--- src/rtl/deskew_pkg.sv ---
package deskew_pkg;

    localparam int LANE_W  = 16;
    localparam int OFF_W   = $clog2(LANE_W);
    localparam int WIN_W   = 2 * LANE_W;
    localparam int MIN_RUN = 4;

    typedef logic [LANE_W-1:0] lane_word_t;
    typedef logic [OFF_W-1:0]  lane_off_t;

    typedef enum logic [1:0] {
        ST_SEARCH,
        ST_TRACK,
        ST_LOCKED
    } det_state_e;

    typedef struct packed {
        logic      hit;
        lane_off_t off;
    } scan_res_t;

    // Word expected during the alternating run when the leading ones
    // started at bit offset off: bit i is set when i+off is odd.
    function automatic lane_word_t alt_word(input lane_off_t off);
        lane_word_t w;
        for (int i = 0; i < LANE_W; i++) begin
            w[i] = ((i % 2) == 1) ^ off[0];
        end
        return w;
    endfunction

endpackage

--- src/rtl/preamble_scan.sv ---
module preamble_scan
    import deskew_pkg::*;
(
    input  logic       clk,
    input  logic       rst,
    input  logic       in_valid,
    input  lane_word_t in_word,
    output scan_res_t  res
);

    lane_word_t          prev_q;
    logic [WIN_W-1:0]    win;
    logic [LANE_W-1:0]   hit_vec;

    always_ff @(posedge clk) begin
        if (rst) begin
            prev_q <= '0;
        end else if (in_valid) begin
            prev_q <= in_word;
        end
    end

    assign win = {in_word, prev_q};

    // One comparator per candidate offset: a full run of ones then a zero.
    for (genvar k = 0; k < LANE_W; k++) begin : g_off
        assign hit_vec[k] = (&win[k+LANE_W-1:k]) & ~win[k+LANE_W];
    end

    // Lowest offset wins; at most one can hit inside a 2-word window.
    always_comb begin
        res = '0;
        for (int k = LANE_W - 1; k >= 0; k--) begin
            if (hit_vec[k]) begin
                res.hit = 1'b1;
                res.off = lane_off_t'(k);
            end
        end
    end

endmodule

--- src/rtl/alt_compare.sv ---
module alt_compare
    import deskew_pkg::*;
(
    input  lane_word_t in_word,
    input  lane_off_t  off,
    output logic       match
);

    lane_word_t expect_w;

    assign expect_w = alt_word(off);
    assign match    = (in_word == expect_w);

endmodule

--- src/rtl/lock_fsm.sv ---
module lock_fsm
    import deskew_pkg::*;
#(
    parameter int MIN_WORDS = MIN_RUN
) (
    input  logic      clk,
    input  logic      rst,
    input  logic      in_valid,
    input  scan_res_t scan,
    input  logic      match,
    output lane_off_t off_q,
    output logic      locked
);

    localparam int CNT_W = (MIN_WORDS > 1) ? $clog2(MIN_WORDS) : 1;
    localparam logic [CNT_W-1:0] LAST = CNT_W'(MIN_WORDS - 1);

    det_state_e       state_q;
    logic [CNT_W-1:0] cnt_q;

    always_ff @(posedge clk) begin
        if (rst) begin
            state_q <= ST_SEARCH;
            cnt_q   <= '0;
            off_q   <= '0;
        end else if (in_valid) begin
            if (scan.hit) begin
                state_q <= ST_TRACK;
                cnt_q   <= '0;
                off_q   <= scan.off;
            end else begin
                case (state_q)
                    ST_TRACK: begin
                        if (!match) begin
                            state_q <= ST_SEARCH;
                            cnt_q   <= '0;
                        end else if (cnt_q == LAST) begin
                            state_q <= ST_LOCKED;
                            cnt_q   <= '0;
                        end else begin
                            cnt_q <= cnt_q + 1'b1;
                        end
                    end
                    ST_LOCKED: begin
                        if (!match) begin
                            state_q <= ST_SEARCH;
                        end
                    end
                    default: begin
                        cnt_q <= '0;
                    end
                endcase
            end
        end
    end

    assign locked = (state_q == ST_LOCKED);

endmodule

--- src/rtl/lane_deskew_detect.sv ---
module lane_deskew_detect
    import deskew_pkg::*;
#(
    parameter int MIN_WORDS = MIN_RUN
) (
    input  logic              clk,
    input  logic              rst,
    input  logic              in_valid,
    input  logic [LANE_W-1:0] in_word,
    output logic              cal_on,
    output logic [OFF_W-1:0]  cal_offset
);

    scan_res_t scan;
    lane_off_t off_q;
    logic      match;
    logic      locked;

    preamble_scan u_scan (
        .clk      (clk),
        .rst      (rst),
        .in_valid (in_valid),
        .in_word  (in_word),
        .res      (scan)
    );

    alt_compare u_cmp (
        .in_word (in_word),
        .off     (off_q),
        .match   (match)
    );

    lock_fsm #(
        .MIN_WORDS (MIN_WORDS)
    ) u_fsm (
        .clk      (clk),
        .rst      (rst),
        .in_valid (in_valid),
        .scan     (scan),
        .match    (match),
        .off_q    (off_q),
        .locked   (locked)
    );

    assign cal_on     = locked;
    assign cal_offset = off_q;

endmodule

--- config.mk ---
export PLATFORM = sky130hd
export DESIGN_NAME = lane_deskew_detect
export DESIGN_NICKNAME = d
export VERILOG_FILES = /design/src/rtl/deskew_pkg.sv /design/src/rtl/preamble_scan.sv /design/src/rtl/alt_compare.sv /design/src/rtl/lock_fsm.sv /design/src/rtl/lane_deskew_detect.sv
export SDC_FILE = /design/constraint.sdc
export NUM_CORES = 1
export LEC_CHECK = 0
export BUFFER_PORTS_ARGS = -buffer_cell sky130_fd_sc_hd__clkbuf_2
export CAP_MARGIN = 20
export CELL_PAD_IN_SITES_DETAIL_PLACEMENT = 0
export CELL_PAD_IN_SITES_GLOBAL_PLACEMENT = 2
export CORE_MARGIN = 2
export CORE_UTILIZATION = 38
export CTS_BUF_LIST = sky130_fd_sc_hd__clkbuf_8
export DETAILED_ROUTE_END_ITERATION = 8
export GPL_TIMING_DRIVEN = 0
export PLACE_DENSITY_LB_ADDON = 0.08
export SLEW_MARGIN = 20
export SYNTH_ARGS = -nofsm -noshare
export SYNTH_HDL_FRONTEND = slang
export SYNTH_SLANG_ARGS = --single-unit
--- constraint.sdc ---
create_clock -name clk -period 3 [get_ports clk]
set_input_delay 0.9 -clock clk [delete_from_list [all_inputs] [get_ports clk]]
set_output_delay 0.9 -clock clk [all_outputs]
set_load 0.05 [all_outputs]
==> results of run 1 <==
[Yosys cell counts]
cell | n | area, µm²
nand2_1 | 9 | 33.8
nor2b_1 | 1 | 6.26
o31ai_1 | 1 | 7.51
o21ai_0 | 6 | 30.0
nand2b_1 | 6 | 37.5
a211o_1 | 1 | 8.76
and4b_1 | 2 | 20.0
a21oi_1 | 8 | 40.0
nor3_1 | 2 | 10.0
o2111ai_1 | 2 | 17.5
inv_1 | 6 | 22.5
a21boi_0 | 1 | 7.51
dfxtp_1 | 24 | 480
o2111a_1 | 2 | 22.5
a22o_1 | 3 | 26.3
nand4_4 | 1 | 21.3
nor4_1 | 4 | 25.0
nand3b_1 | 4 | 30.0
nand4_1 | 4 | 25.0
nand3_1 | 2 | 10.0
nand4_2 | 1 | 12.5
o21bai_1 | 1 | 7.51
mux2_4 | 1 | 15.0
a32o_1 | 1 | 10.0
a2111oi_0 | 2 | 17.5
a41oi_1 | 1 | 8.76
nor4b_1 | 2 | 17.5
o221ai_1 | 1 | 8.76
clkbuf_1 | 5 | 18.8
a211oi_1 | 7 | 52.6
ha_1 | 3 | 37.5
or4_4 | 1 | 11.3
a21o_1 | 2 | 15.0
nor2_1 | 25 | 93.8
nor4bb_1 | 6 | 60.1
buf_4 | 1 | 7.51
nand2_4 | 1 | 11.3
nand4b_1 | 1 | 8.76
mux2i_1 | 18 | 180
[routing by layer]
metal / wire, µm / vias up / track usage
met5: 0 / - / 0
met4: 30 / 0 / 0.0459
met3: 121 / 5 / 0.0426
met2: 1640 / 21 / 0.290
met1: 1760 / 637 / 0.245
li1: - / 690 / -
[cells by family after synthesis]
kind of cell    after synthesis  share of synthesized area
fa+ha+maj                     3                     0.0254
flops                        24                      0.325
buf+inv                      12                     0.0331
compound gates               39                      0.190
simple gates                 72                      0.294
mux                          19                      0.132
[state kept, by name, summed over array words and instances, names as in the netlist]
signal	cells
u_fsm.cnt_q	2
u_fsm.off_q	4
u_fsm.state_q	2
u_scan.prev_q	16
[placed cells by master, fill, tap and decap left out, types with 2 or more instances in the layout]
cell type,n
nor4bb_1,6
nor4_1,4
nand3_1,2
clkbuf_8,3
a22o_1,3
mux2i_1,18
clkbuf_1,5
nand3b_1,4
a2111oi_0,2
a21o_1,2
and4b_1,2
a21oi_1,8
o21ai_0,6
o2111ai_1,2
nor3_1,2
ha_1,3
nor4b_1,2
dfxtp_1,24
a211oi_1,7
nor2_1,25
o2111a_1,2
nand2b_1,6
nand4_1,4
inv_1,6
nand2_1,9
clkbuf_2,21
[worst paths after layout]
path | start | to | slack (ns)
max | in_word[6] | u_fsm.state_q[0] | 0.52
min | u_fsm.off_q[1] | u_fsm.off_q[1] | 0.49
max reg2reg | u_scan.prev_q[15] | u_fsm.off_q[2] | 0.95
min reg2reg | u_fsm.off_q[1] | u_fsm.off_q[1] | 0.49
[cell type report]
type,instances,share of cell area
Clock inverter,1,0.0175
Sequential cell,24,0.280
Multi-Input combinational cell,133,0.553
Timing Repair Buffer,21,0.0614
Clock buffer,3,0.0241
Inverter,6,0.0131
Tap cell,48,0.0351
Buffer,6,0.0153
[per-stage QoR]
stage / total power (W) / cell area, µm² / setup WS [ns] / util / std cells
5_1_grt: 0.000752 / 1710 / 0.384 / 0.464 / 242
6_report: 0.000711 / 1710 / 0.516 / 0.464 / 242
4_1_cts: 0.000722 / 1710 / 0.550 / 0.464 / 242
2_1_floorplan: 0.000394 / 1480 / 0.705 / - / 169
3_3_place_gp: 0.000431 / 1640 / 0.334 / 0.445 / 238
3_5_place_dp: 0.000433 / 1640 / 0.255 / 0.445 / 238
[power by group]
group	switching [W]	leakage, nW	internal (W)
logic	0.0000501	0.462	0.0000340
clock network	0.000107	0.0357	0.000178
registers	0.0000104	0.197	0.000331
[critical path, cell delays in order]
cell	delay [ns]
clkbuf_2	0.16
nor4bb_1	0.35
a21oi_1	0.12
nor4_1	0.68
a21oi_1	0.17
nand2b_1	0.19
a21oi_1	0.13
==> results.py, run 1 <==
metrics = {
    "synthesis": {
        "syn_nets": 191,
        "synth.cell_area_um2": 1480,
        "synthDistinctLibCells": 39,
        "ys_ff_latch": 24,
        "ys_warn_count": 0,
        "yosysSeqAreaShare": 0.325,
        "syn_avg_cell_area_um2": 8.74,
        "syn_inst": 169,
    },
    "sta": {
        "worst_pin_slew_ns": 0.736,
        "fmax_ghz": 0.403,
        "holdWs_ns": 0.486,
        "setup_tns_ns": 0,
        "hold_violations": 0,
        "min_period_ns": 2.48,
        "fin_crit_sh": 0.828,
        "maxSlewHeadroom": 0.505,
        "fin_skew_ns": 0.0153,
        "slew_viol_final": 0,
        "rsz0062_at_grt": "false",
        "setup_viol": 0,
    },
    "layout": {
        "antenna_cells": 0,
        "seqCellArea_um2": 480,
        "multi_input_area_um2": 947,
        "drive_above_1_share": 0.160,
        "area_growth_pct": 16.0,
        "fillerInstances": 386,
        "nets": 217,
    },
    "routing": {
        "drc": 0,
        "drt-initial-drc-count": 77,
        "routed_wl_mm": 3.55,
        "wire_per_inst_um": 14.7,
        "dr_total_vias": 1353,
        "drt_pass1_iterations": 4,
        "vias_per_cell": 5.59,
        "ant_nets": 0,
    },
    "global_routing": {
        "grt_pass1_vias": 1229,
        "grt_util_all_layers": 0.182,
        "grt_pass1_wl_mm": 6.02,
        "grt_max_degree": 15,
        "antenna_found_initial": 0,
        "overflow": 0,
    },
    "hold_path": {
        "min_path_cells": 2,
        "holdCritPathClass": "reg -> reg",
    },
    "place": {
        "numPortBuffers": 21,
        "gp_congestion": 0.723,
        "dp_hpwl_mm": 2.75,
    },
    "job": {
        "cap_viol_max_count": 0,
    },
    "floorplanning": {
        "coreArea_um2": 3690,
        "start_util": 0.400,
        "die_y_um": 66.3,
        "die-width_um": 66.3,
        "ios": 24,
        "dieArea_um2": 4400,
        "rows": 22,
    },
    "setup_path": {
        "setup.worst_path.class": "in -> reg",
        "critPathMaxFanout": 8,
        "reg2reg_depth": 6,
        "cp-start-kind": "input pin",
        "cp.arrival_ns": 2.69,
        "worstPathRequired_ns": 3.21,
        "cp-end-kind": "flop",
    },
    "clock_network": {
        "root_buffer": "clkbuf_8",
        "cts_buffers": 3,
        "clock_sinks": 24,
        "cts.htree.levels": 1,
        "hold_buffers": 0,
        "cts.clk_slew.worst_paths_ns": 0.10,
        "clk_latency_ns": 0.27,
        "clockBufferDepth": 2,
        "cts_resized": 0,
        "cts_tree": "built",
        "post_cts_buffers": 0,
    },
    "power_and_ir_drop": {
        "p_leak_nw": 0.694,
        "p_per_area_nw_per_um2": 415,
        "irDropWorstVdd_mv": 0.231,
    },
    "run_status": {
        "status": "finished clean",
    },
}
No activity file was read; power rests on OpenSTA's default activity.
==> inputs of run 2 (changes only) <==
--- a/config.mk
+++ b/config.mk
@@ -5,12 +5,13 @@
 export SDC_FILE = /design/constraint.sdc
 export NUM_CORES = 1
 export LEC_CHECK = 0
+export ABC_AREA = 1
 export BUFFER_PORTS_ARGS = -buffer_cell sky130_fd_sc_hd__clkbuf_2
 export CAP_MARGIN = 20
 export CELL_PAD_IN_SITES_DETAIL_PLACEMENT = 0
 export CELL_PAD_IN_SITES_GLOBAL_PLACEMENT = 2
 export CORE_MARGIN = 2
-export CORE_UTILIZATION = 38
+export CORE_UTILIZATION = 28
 export CTS_BUF_LIST = sky130_fd_sc_hd__clkbuf_8
 export DETAILED_ROUTE_END_ITERATION = 8
 export GPL_TIMING_DRIVEN = 0
==> constraint.sdc (replaced) <==
create_clock -name clk -period 2.1 [get_ports clk]
set_input_delay 0.63 -clock clk [delete_from_list [all_inputs] [get_ports clk]]
set_output_delay 0.63 -clock clk [all_outputs]
set_load 0.05 [all_outputs]
==> results.py, run 2 <==
metrics = {
    "synthesis": {
        "syn_inst": 272,
        "yosys.area.top_type_share": 0.281,
        "synth.cell_area_um2": 1710,
        "synthDistinctLibCells": 29,
        "yosysSeqAreaShare": 0.281,
        "yosysMostFrequentCell": "nor2_1",
        "syn_avg_cell_area_um2": 6.29,
        "synth_flop_cell": "dfxtp_1",
        "syn_nets": 294,
        "ys_ff_latch": 24,
        "synth_common_cells": "nor2_1 (56), nand2_1 (51), inv_1 (25), dfxtp_1 (24)",
        "yosysTopAreaCell": "dfxtp_1",
        "ys_warn_count": 0,
        "synth_edf_count": 0,
        "ys_top_cells_by_area": "dfxtp_1 (28%), nor2_1 (12%), nand2_1 (11%)",
        "async_reset_ff_frac": 0,
    },
    "layout": {
        "seqCellArea_um2": 480,
        "fin_area_um2": 1960,
        "reg_top3": "u_scan.prev_q (16), u_fsm.off_q (4)",
        "nets": 321,
        "final_cell_mix": "nor2_1 (56), nand2_1 (51), inv_1 (25), dfxtp_1 (24)",
        "top_register": "u_scan.prev_q",
        "largest_reg_flops": 16,
        "multi_input_area_um2": 1100,
        "drive_above_1_share": 0.185,
        "layout_commonest_cell": "nor2_1",
        "fillerInstances": 666,
        "antenna_cells": 0,
        "area_growth_pct": 14.3,
    },
    "floorplanning": {
        "rows": 28,
        "die-width_um": 82.2,
        "dieArea_um2": 6750,
        "coreArea_um2": 5920,
        "ios": 24,
        "die_y_um": 82.2,
        "start_util": 0.289,
    },
    "run_status": {
        "status": "finished clean",
    },
    "sta": {
        "setup_viol": 0,
        "slew_viol_final": 0,
        "min_period_ns": 1.87,
        "fin_skew_ns": 0.00416,
        "maxSlewHeadroom": 0.582,
        "hold_violations": 0,
        "worst_pin_slew_ns": 0.627,
        "fin_crit_sh": 0.888,
        "rsz0062_at_grt": "false",
        "fin_ws_ns": 0.235,
        "fmax_ghz": 0.536,
    },
    "global_routing": {
        "antenna_found_initial": 0,
        "grt_max_degree": 13,
        "overflow": 0,
        "grt_util_all_layers": 0.163,
        "grt_pass1_vias": 1707,
        "grt_pass1_wl_mm": 8.25,
    },
    "setup_path": {
        "setup.worst_path.class": "in -> reg",
        "cp_slowest_stage_delay_ns": 0.26,
        "worstPathRequired_ns": 2.32,
        "cp-start-kind": "input pin",
        "rr_endpoint": "u_fsm.state_q[0]",
        "critPathMaxFanout": 6,
        "r2r_slack_ns": 0.38,
        "cp_cell_sequence": "clkbuf_2 > nand2_1 > nor2_1 > nand2_4 > nor2_2 > o21ai_0 > nand3_1 > nor2_2 > nand4_1 > nand3_2 > nand2_1 > nand2_1 > nor2_1",
        "cp.arrival_ns": 2.08,
        "reg2reg_depth": 13,
        "cp-end-kind": "flop",
        "cp_common_cell": "nand2_1",
        "slowest_stage": "nor2_1",
        "worstReg2RegStart": "u_scan.prev_q[15]",
    },
    "place": {
        "dp_slack_ns": -0.0652,
        "numPortBuffers": 22,
        "gp_congestion": 0.779,
        "dpl_cell_area_um2": 1920,
        "dp_hpwl_mm": 3.91,
    },
    "routing": {
        "drt-initial-drc-count": 96,
        "drt_pass1_iterations": 4,
        "ant_nets": 0,
        "dr_total_vias": 1744,
        "vias_per_cell": 4.69,
        "wire_per_inst_um": 13.3,
        "routed_wl_mm": 4.94,
        "drc": 0,
    },
    "clock_network": {
        "cts_resized": 0,
        "clk_latency_ns": 0.27,
        "clock_sinks": 24,
        "clockBufferDepth": 2,
        "post_cts_buffers": 0,
        "cts.clk_slew.worst_paths_ns": 0.09,
        "cts.htree.levels": 1,
        "cts_tree": "built",
        "cts_buffers": 3,
        "root_buffer": "clkbuf_8",
        "hold_buffers": 0,
    },
    "power_and_ir_drop": {
        "p_int_w": 0.000672,
        "switching_share": 0.309,
        "p_comb_frac": 0.187,
        "seqPwrFrac": 0.515,
        "switchingPower_w": 0.000300,
        "p_per_area_nw_per_um2": 497,
        "irDropWorstVdd_mv": 0.346,
        "power_frac_clock": 0.298,
        "p_leak_nw": 0.920,
    },
    "job": {
        "cap_viol_max_count": 0,
    },
    "hold_path": {
        "min_path_cells": 2,
        "min_from": "u_fsm.state_q[1]",
        "holdCritPathClass": "reg -> reg",
        "hold_end": "u_fsm.state_q[1]",
    },
}
[run 2: cell count changes after synthesis, moves of 7 or more]
cell	before	now
o21ai_0	6	22
nor2_1	25	56
nand2_1	9	51
a211oi_1	7	0
nand3_1	2	22
inv_1	6	25
a21oi_1	8	16
mux2i_1	18	0
[run 2: metrics by stage]
step	TNS (ns)	cells	utilization	hold WS, ns	total power [W]
after detailed placement	-0.113	369	0.324	0.474	0.000693
final	0	372	0.331	0.484	0.000973
after floorplan	0	272	-	0.448	0.000627
after global placement	-0.232	369	0.324	0.466	0.000696
after global routing	0	372	0.331	0.512	0.00103
after CTS	0	372	0.331	0.489	0.000995
[run 2: worst max-delay path, delay by kind of cell]
| family | cells | cell delay, ns |
|---|---|---|
| buffers and inverters | 1 | 0.12 |
| AO/OA/AOI/OAI | 1 | 0.12 |
| AND/OR/NAND/NOR | 11 | 1.21 |
[run 2: area by class of cell]
class,instances,area share
repair buffers,22,0.0563
inverters,28,0.0543
plain buffers,6,0.0141
multi-input cells,214,0.561
clock buffers,3,0.0211
well taps,75,0.0480
flip-flops and latches,24,0.246
[run 2: worst max path at each step]
stage                            end  slack, ns        start  depth (start not counted)
finish              u_fsm.state_q[0]       0.23   in_word[4]                         13
CTS                 u_fsm.state_q[0]       0.24  in_word[12]                         11
floorplan             u_fsm.off_q[0]       0.30   in_word[1]                         13
detailed placement  u_fsm.state_q[0]      -0.07  in_word[12]                         11
global placement      u_fsm.off_q[2]      -0.05   in_word[8]                         14
global route        u_fsm.state_q[0]       0.07   in_word[0]                         13
[run 2: kinds of logic (layout without fill, tap and decap cells)]
| kind of cell | after synthesis | in the layout | share of synthesized area |
|---|---|---|---|
| adders and majority gates | 3 | 3 | 0.0219 |
| AOI/OAI and AO/OA | 44 | 44 | 0.139 |
| and+or+nand+nor | 167 | 167 | 0.480 |
| DFF | 24 | 24 | 0.281 |
| buffers and inverters | 34 | 59 | 0.0782 |
[run 2: power by group through the flow]
stage                     clock network, W  logic (W)  registers (W)
final                             0.000290   0.000182       0.000501
after global routing              0.000321   0.000206       0.000505
after CTS                         0.000312   0.000182       0.000501
after detailed placement                 0   0.000181       0.000512
after global placement                   0   0.000184       0.000512
after floorplan                          0   0.000120       0.000507
[run 2: routing by layer]
metal / part of all wire / track usage
met1: 0.50 / 0.215
met2: 0.45 / 0.281
met3: 0.043 / 0.0326
met4: 0.0051 / 0.0200
met5: 0 / 0
